`src/rtl/ras_pkg.sv`:
```
package ras_pkg;
  typedef enum logic [1:0] {
    OP_IDLE = 2'd0,
    OP_PUSH = 2'd1,
    OP_POP  = 2'd2
  } ras_op_e;
endpackage

```
`src/rtl/ras_ptr_ctl.sv`:
```
module ras_ptr_ctl #(
  parameter int DEPTH = 8,
  localparam int PW = (DEPTH > 1) ? $clog2(DEPTH) : 1,
  localparam int CW = $clog2(DEPTH + 1)
) (
  input  logic              clk,
  input  logic              rst_n,
  input  ras_pkg::ras_op_e  op,
  output logic [PW-1:0]     wr_idx,
  output logic [PW-1:0]     top_idx,
  output logic [CW-1:0]     occ,
  output logic              empty,
  output logic              full
);
  import ras_pkg::*;

  function automatic logic [PW-1:0] idx_inc(input logic [PW-1:0] p);
    return (p == PW'(DEPTH - 1)) ? '0 : p + PW'(1);
  endfunction

  function automatic logic [PW-1:0] idx_dec(input logic [PW-1:0] p);
    return (p == '0) ? PW'(DEPTH - 1) : p - PW'(1);
  endfunction

  // occupancy saturates at DEPTH on push and holds at 0 on pop
  function automatic logic [CW-1:0] occ_next(input logic [CW-1:0] c, input ras_op_e o);
    case (o)
      OP_PUSH: return (c == CW'(DEPTH)) ? c : c + CW'(1);
      OP_POP:  return (c == '0) ? c : c - CW'(1);
      default: return c;
    endcase
  endfunction

  logic [PW-1:0] wp_q;
  logic [CW-1:0] occ_q;

  always_ff @(posedge clk or negedge rst_n) begin
    if (!rst_n) begin
      wp_q  <= '0;
      occ_q <= '0;
    end else begin
      if (op == OP_PUSH)
        wp_q <= idx_inc(wp_q);
      else if (op == OP_POP && occ_q != '0)
        wp_q <= idx_dec(wp_q);
      occ_q <= occ_next(occ_q, op);
    end
  end

  assign wr_idx  = wp_q;
  assign top_idx = idx_dec(wp_q);
  assign occ     = occ_q;
  assign empty   = (occ_q == '0);
  assign full    = (occ_q == CW'(DEPTH));
endmodule

```
`src/rtl/ras_mem.sv`:
```
module ras_mem #(
  parameter int DEPTH = 8,
  parameter int PC_W  = 13,
  localparam int PW = (DEPTH > 1) ? $clog2(DEPTH) : 1
) (
  input  logic            clk,
  input  logic            rst_n,
  input  logic            we,
  input  logic [PW-1:0]   waddr,
  input  logic [PC_W-1:0] wdata,
  input  logic            re,
  input  logic [PW-1:0]   raddr,
  output logic [PC_W-1:0] rdata
);
  logic [PC_W-1:0] slot [DEPTH];
  logic [PC_W-1:0] rdata_q;

  for (genvar g = 0; g < DEPTH; g++) begin : g_slot
    always_ff @(posedge clk or negedge rst_n) begin
      if (!rst_n)
        slot[g] <= '0;
      else if (we && waddr == PW'(g))
        slot[g] <= wdata;
    end
  end

  always_ff @(posedge clk or negedge rst_n) begin
    if (!rst_n)
      rdata_q <= '0;
    else if (re)
      rdata_q <= slot[raddr];
  end

  assign rdata = rdata_q;
endmodule

```
`src/rtl/ras_irq_gate.sv`:
```
module ras_irq_gate (
  input  logic clk,
  input  logic rst_n,
  input  logic req,
  input  logic mask,
  input  logic stack_full,
  input  logic pop_req,
  input  logic call_req,
  output logic ack,
  output logic pend
);
  logic pend_q;
  logic req_live;

  assign req_live = req && !mask;
  assign ack      = pend_q && !stack_full && !pop_req && !call_req;

  always_ff @(posedge clk or negedge rst_n) begin
    if (!rst_n)
      pend_q <= 1'b0;
    else
      pend_q <= (pend_q && !ack) || req_live;
  end

  assign pend = pend_q;
endmodule

```
`src/rtl/ras_ctrl.sv`:
```
module ras_ctrl #(
  parameter int DEPTH = 8,
  parameter int PC_W  = 13
) (
  input  logic            clk,
  input  logic            rst_n,
  input  logic            call_i,
  input  logic            ret_i,
  input  logic            reti_i,
  input  logic            irq_req_i,
  input  logic            irq_mask_i,
  input  logic [PC_W-1:0] pc_i,
  output logic [PC_W-1:0] ret_addr_o,
  output logic            pop_valid_o,
  output logic            irq_ack_o,
  output logic            irq_pend_o,
  output logic            full_o,
  output logic            underflow_o
);
  import ras_pkg::*;
  localparam int PW = (DEPTH > 1) ? $clog2(DEPTH) : 1;
  localparam int CW = $clog2(DEPTH + 1);

  // named internal events
  logic          pop_evt;
  logic          push_evt;
  logic          ack_evt;
  logic          pop_empty_evt;
  logic          stk_full;
  logic          stk_empty;
  logic [PW-1:0] wr_idx;
  logic [PW-1:0] top_idx;
  logic [CW-1:0] occ;
  ras_op_e       op;
  logic          pop_valid_q;
  logic          underflow_q;

  assign pop_evt       = ret_i || reti_i;
  assign push_evt      = !pop_evt && (call_i || ack_evt);
  assign pop_empty_evt = pop_evt && stk_empty;
  assign op            = pop_evt ? OP_POP : (push_evt ? OP_PUSH : OP_IDLE);

  ras_irq_gate u_gate (
    .clk        (clk),
    .rst_n      (rst_n),
    .req        (irq_req_i),
    .mask       (irq_mask_i),
    .stack_full (stk_full),
    .pop_req    (pop_evt),
    .call_req   (call_i),
    .ack        (ack_evt),
    .pend       (irq_pend_o)
  );

  ras_ptr_ctl #(.DEPTH(DEPTH)) u_ptr (
    .clk     (clk),
    .rst_n   (rst_n),
    .op      (op),
    .wr_idx  (wr_idx),
    .top_idx (top_idx),
    .occ     (occ),
    .empty   (stk_empty),
    .full    (stk_full)
  );

  ras_mem #(.DEPTH(DEPTH), .PC_W(PC_W)) u_mem (
    .clk   (clk),
    .rst_n (rst_n),
    .we    (push_evt),
    .waddr (wr_idx),
    .wdata (pc_i),
    .re    (pop_evt),
    .raddr (top_idx),
    .rdata (ret_addr_o)
  );

  always_ff @(posedge clk or negedge rst_n) begin
    if (!rst_n) begin
      pop_valid_q <= 1'b0;
      underflow_q <= 1'b0;
    end else begin
      pop_valid_q <= pop_evt && !stk_empty;
      underflow_q <= pop_empty_evt;
    end
  end

  assign pop_valid_o = pop_valid_q;
  assign underflow_o = underflow_q;
  assign irq_ack_o   = ack_evt;
  assign full_o      = stk_full;
endmodule

```
`config.mk`:
```
export PLATFORM = sky130hd
export DESIGN_NAME = ras_ctrl
export DESIGN_NICKNAME = d
export VERILOG_FILES = /design/src/rtl/ras_pkg.sv /design/src/rtl/ras_ptr_ctl.sv /design/src/rtl/ras_mem.sv /design/src/rtl/ras_irq_gate.sv /design/src/rtl/ras_ctrl.sv
export SDC_FILE = /design/constraint.sdc
export NUM_CORES = 1
export LEC_CHECK = 0
export BUFFER_PORTS_ARGS = -buffer_cell sky130_fd_sc_hd__buf_2
export CORE_UTILIZATION = 35
export DETAILED_ROUTE_END_ITERATION = 8
export GPL_TIMING_DRIVEN = 0
export PLACE_DENSITY = 0.55
export RECOVER_POWER = 50
export REMOVE_ABC_BUFFERS = 1
export SYNTH_ARGS = -nofsm -noshare
export SYNTH_HDL_FRONTEND = slang
export SYNTH_HIERARCHICAL = 1
export SYNTH_SLANG_ARGS = --single-unit
```
`constraint.sdc`:
```
create_clock -name clk -period 3.5 [get_ports clk]
set_input_delay 0.7 -clock clk [delete_from_list [all_inputs] [get_ports clk]]
set_output_delay 0.7 -clock clk [all_outputs]
set_load 0.01 [all_outputs]
```
==> metrics.txt <==
status=complete, but fails checks; Vias=3693; RSZ-0062 raised after global routing=no; Mapped Area=0.00590 mm^2; RePlAce Congestion=0.713; Crit path largest cell delay=790 ps; Unique masters post-synth=39; Syn. warnings=6; worst skew pair latency=410 ps; Data required, critical path=3790 ps; # rows=47; ANT nets after route=0; CTS tree=done; Setup violations, final=0; Worst R2R Start=u_ptr/wr_idx[1]; worst slew pin tran=2180 ps; Worst Setup SP=u_ptr/wr_idx[1]; CP Data Arrival Time=3630 ps; Die Span Y=132 um; Slew Limit Fails=38; max_cap viols=1; Initial Utilization=35.7%; Via density=5.17; gr usage total=16.9%; Core Util, Final=42.8%; Gate Count Post-Synth=435; post-synth top area share=53.8%; I/O Buffers=37; sw frac=33.2%; die area=0.0174 mm^2; Iter 0 DRT Violations=251; Final nets=507; largest net degree at the start of global routing=91; clk_skew=8.16 ps; Reg clk slew, reported paths=50 ps; cell taking the most area after synthesis=dfrtp_1; root buffer cell=clkbuf_16; Routed WL=13700 um; Sequential Power Share=35.5%; CTS Buffer Depth=2; drt first pass iters=7; Core Area=0.0165 mm^2; Post-DP Area=0.00634 mm^2; Worst setup SP type=flip-flop; Post-CTS Hold Fix Bufs=0; critical-path cell list=inv_1 -> ha_1 -> ha_1 -> nand2b_1 -> nand2b_1 -> a211o_1 -> a41o_1; CTS H-tree lvls=4; Min Hold Slack=487 ps; Syn Area/Cell=13.6 um^2; Sink Count=127; global route overflow=0; Pwr Density=1010 mW/mm^2; Internal=4.78 mW; Crit-path slowest cell=nand2b_1; design area=0.00707 mm^2; Top FF cell, synth=dfrtp_1; f_max=0.299 GHz; total CTS buffers=17; Hold Path Class=primary input to flip-flop; WL per Instance=19.1 um; Clock power frac=26.9%; number of global-route vias before repair=3823; share of async-settable or async-resettable flops after synthesis=100%; Psw=2.38 mW; DRC=0; sequential element share of the synthesized area=53.8%; layout cells sized above 1=38.0%; Die W=132 um; Max VDD drop=0.353 mV; IO Count=38; number of flops mapped to enable cells by yosys=0; # diodes=0; Critical Path End Type=flip-flop; CP Max Fanout=17; minimum clock period=3340 ps; failing checks=capacitance limit, slew limit; final hold violations=0; area delta synth->final=19.8%; most common cell in the synthesized netlist=dfrtp_1; initial antenna violation count=0; Hold Crit Start=irq_mask_i; Synth Register Bits=127; HPWL Detailed=7860 um; Area contributors post-synth=dfrtp_1 (54%), mux2_2 (20%), mux2i_1 (7.1%), nor2b_1 (3.1%), a41o_1 (2.2%); Final Cycle Share=95.5%; logic gate share of total power=37.6%; global-route wire length before repair=21900 um; kind of critical path=flip-flop to flip-flop; static leakage=3.27 nW; top cells by count, synth=dfrtp_1 (127), mux2_2 (104), mux2i_1 (42); worst rel slew slack=-45.4%
## final timing paths
path,depth (start not counted),slack (ps),end
setup reg to reg,7,160,u_mem/rdata[11]
max in group asynchronous,2,1320,u_mem/slot[6]
setup / recovery,7,160,u_mem/rdata[11]
hold / removal,2,490,u_gate/pend
min in group asynchronous,1,930,u_mem/slot[1]
hold reg to reg,1,500,u_mem/slot[45]
## registers in the layout, summed over array words and instances (netlist names)
signal	cells
u_gate/pend	1
u_mem/slot	104
u_ptr/wr_idx	3
pop_valid_o	1
u_ptr/occ	4
underflow_o	1
u_mem/rdata	13
## layout by cell type, fill, tap and decap left out, drive strengths merged, types with 7 or more instances in the layout
cell / instances
a211o: 13
buf: 43
a41o: 13
mux2: 105
mux2i: 42
a22oi: 13
nor2: 7
nand3: 13
dfrtp: 127
clkbuf: 29
nor2b: 29
## kinds of logic (layout without fill, tap and decap cells)
family / Yosys count / count (layout) / synth area share, %
muxes: 147 / 147 / 27.2
buffers and inverters: 30 / 90 / 2.61
DFF: 127 / 127 / 53.8
adders and majority gates: 5 / 5 / 1.06
xor gates and xnor gates: 3 / 3 / 0.445
and+or+nand+nor: 73 / 73 / 7.78
AOI/OAI and AO/OA: 50 / 50 / 7.08
## cell type report
type | count | area [um^2]
Tap cell | 220 | 275
Fill cell | 1509 | 9450
Timing Repair Buffer | 50 | 343
Timing Repair inverter | 1 | 5.00
Clock inverter | 10 | 184
Inverter | 7 | 30.0
Multi-Input combinational cell | 278 | 2590
Sequential cell | 127 | 3180
Clock buffer | 22 | 464
## per-stage QoR
step	instances	setup slack [ps]	power, mW	setup TNS [ps]
3_5_place_dp	673	-1150	5.25	-82940
4_1_cts	714	130	7.25	0
6_report	715	158	7.15	0
2_1_floorplan	412	-235	4.45	-3190
5_1_grt	715	40.9	7.58	0
3_3_place_gp	669	-1640	5.14	-105100
## power groups by stage
stage	combinational [mW]	sequential, mW	clock [mW]
after floorplan	1.96	2.48	0
after global placement	2.64	2.51	0
after detailed placement	2.69	2.56	0
after CTS	2.73	2.54	1.97
after global routing	2.92	2.63	2.03
final	2.69	2.54	1.93
## metal layers
| metal | wire [um] | vias up | GRT usage, % |
|---|---|---|---|
| li1 | - | 1712 | - |
| met1 | 6560 | 1915 | 21.9 |
| met2 | 6630 | 55 | 27.5 |
| met3 | 320 | 11 | 3.50 |
| met4 | 160 | 0 | 6.72 |
| met5 | 0 | - | 0 |
## worst max-delay path, delay by kind of cell, from the launching register on
family	cells	cell delay, ps
buffers and inverters	1	90
AO/OA/AOI/OAI	2	730
AND/OR/NAND/NOR	2	1380
adder cells (fa/ha/maj)	2	390
flip-flops	1	630
## what timing repair did
| action | in CTS | in global routing |
|---|---|---|
| pin swaps | 6 | 1 |
| gates resized for setup | 5 | 0 |
| setup endpoints to repair | 107 | 6 |
| setup buffers | 8 | 1 |
| gates cloned | 1 | 0 |
No activity file was read; power rests on OpenSTA's default activity.
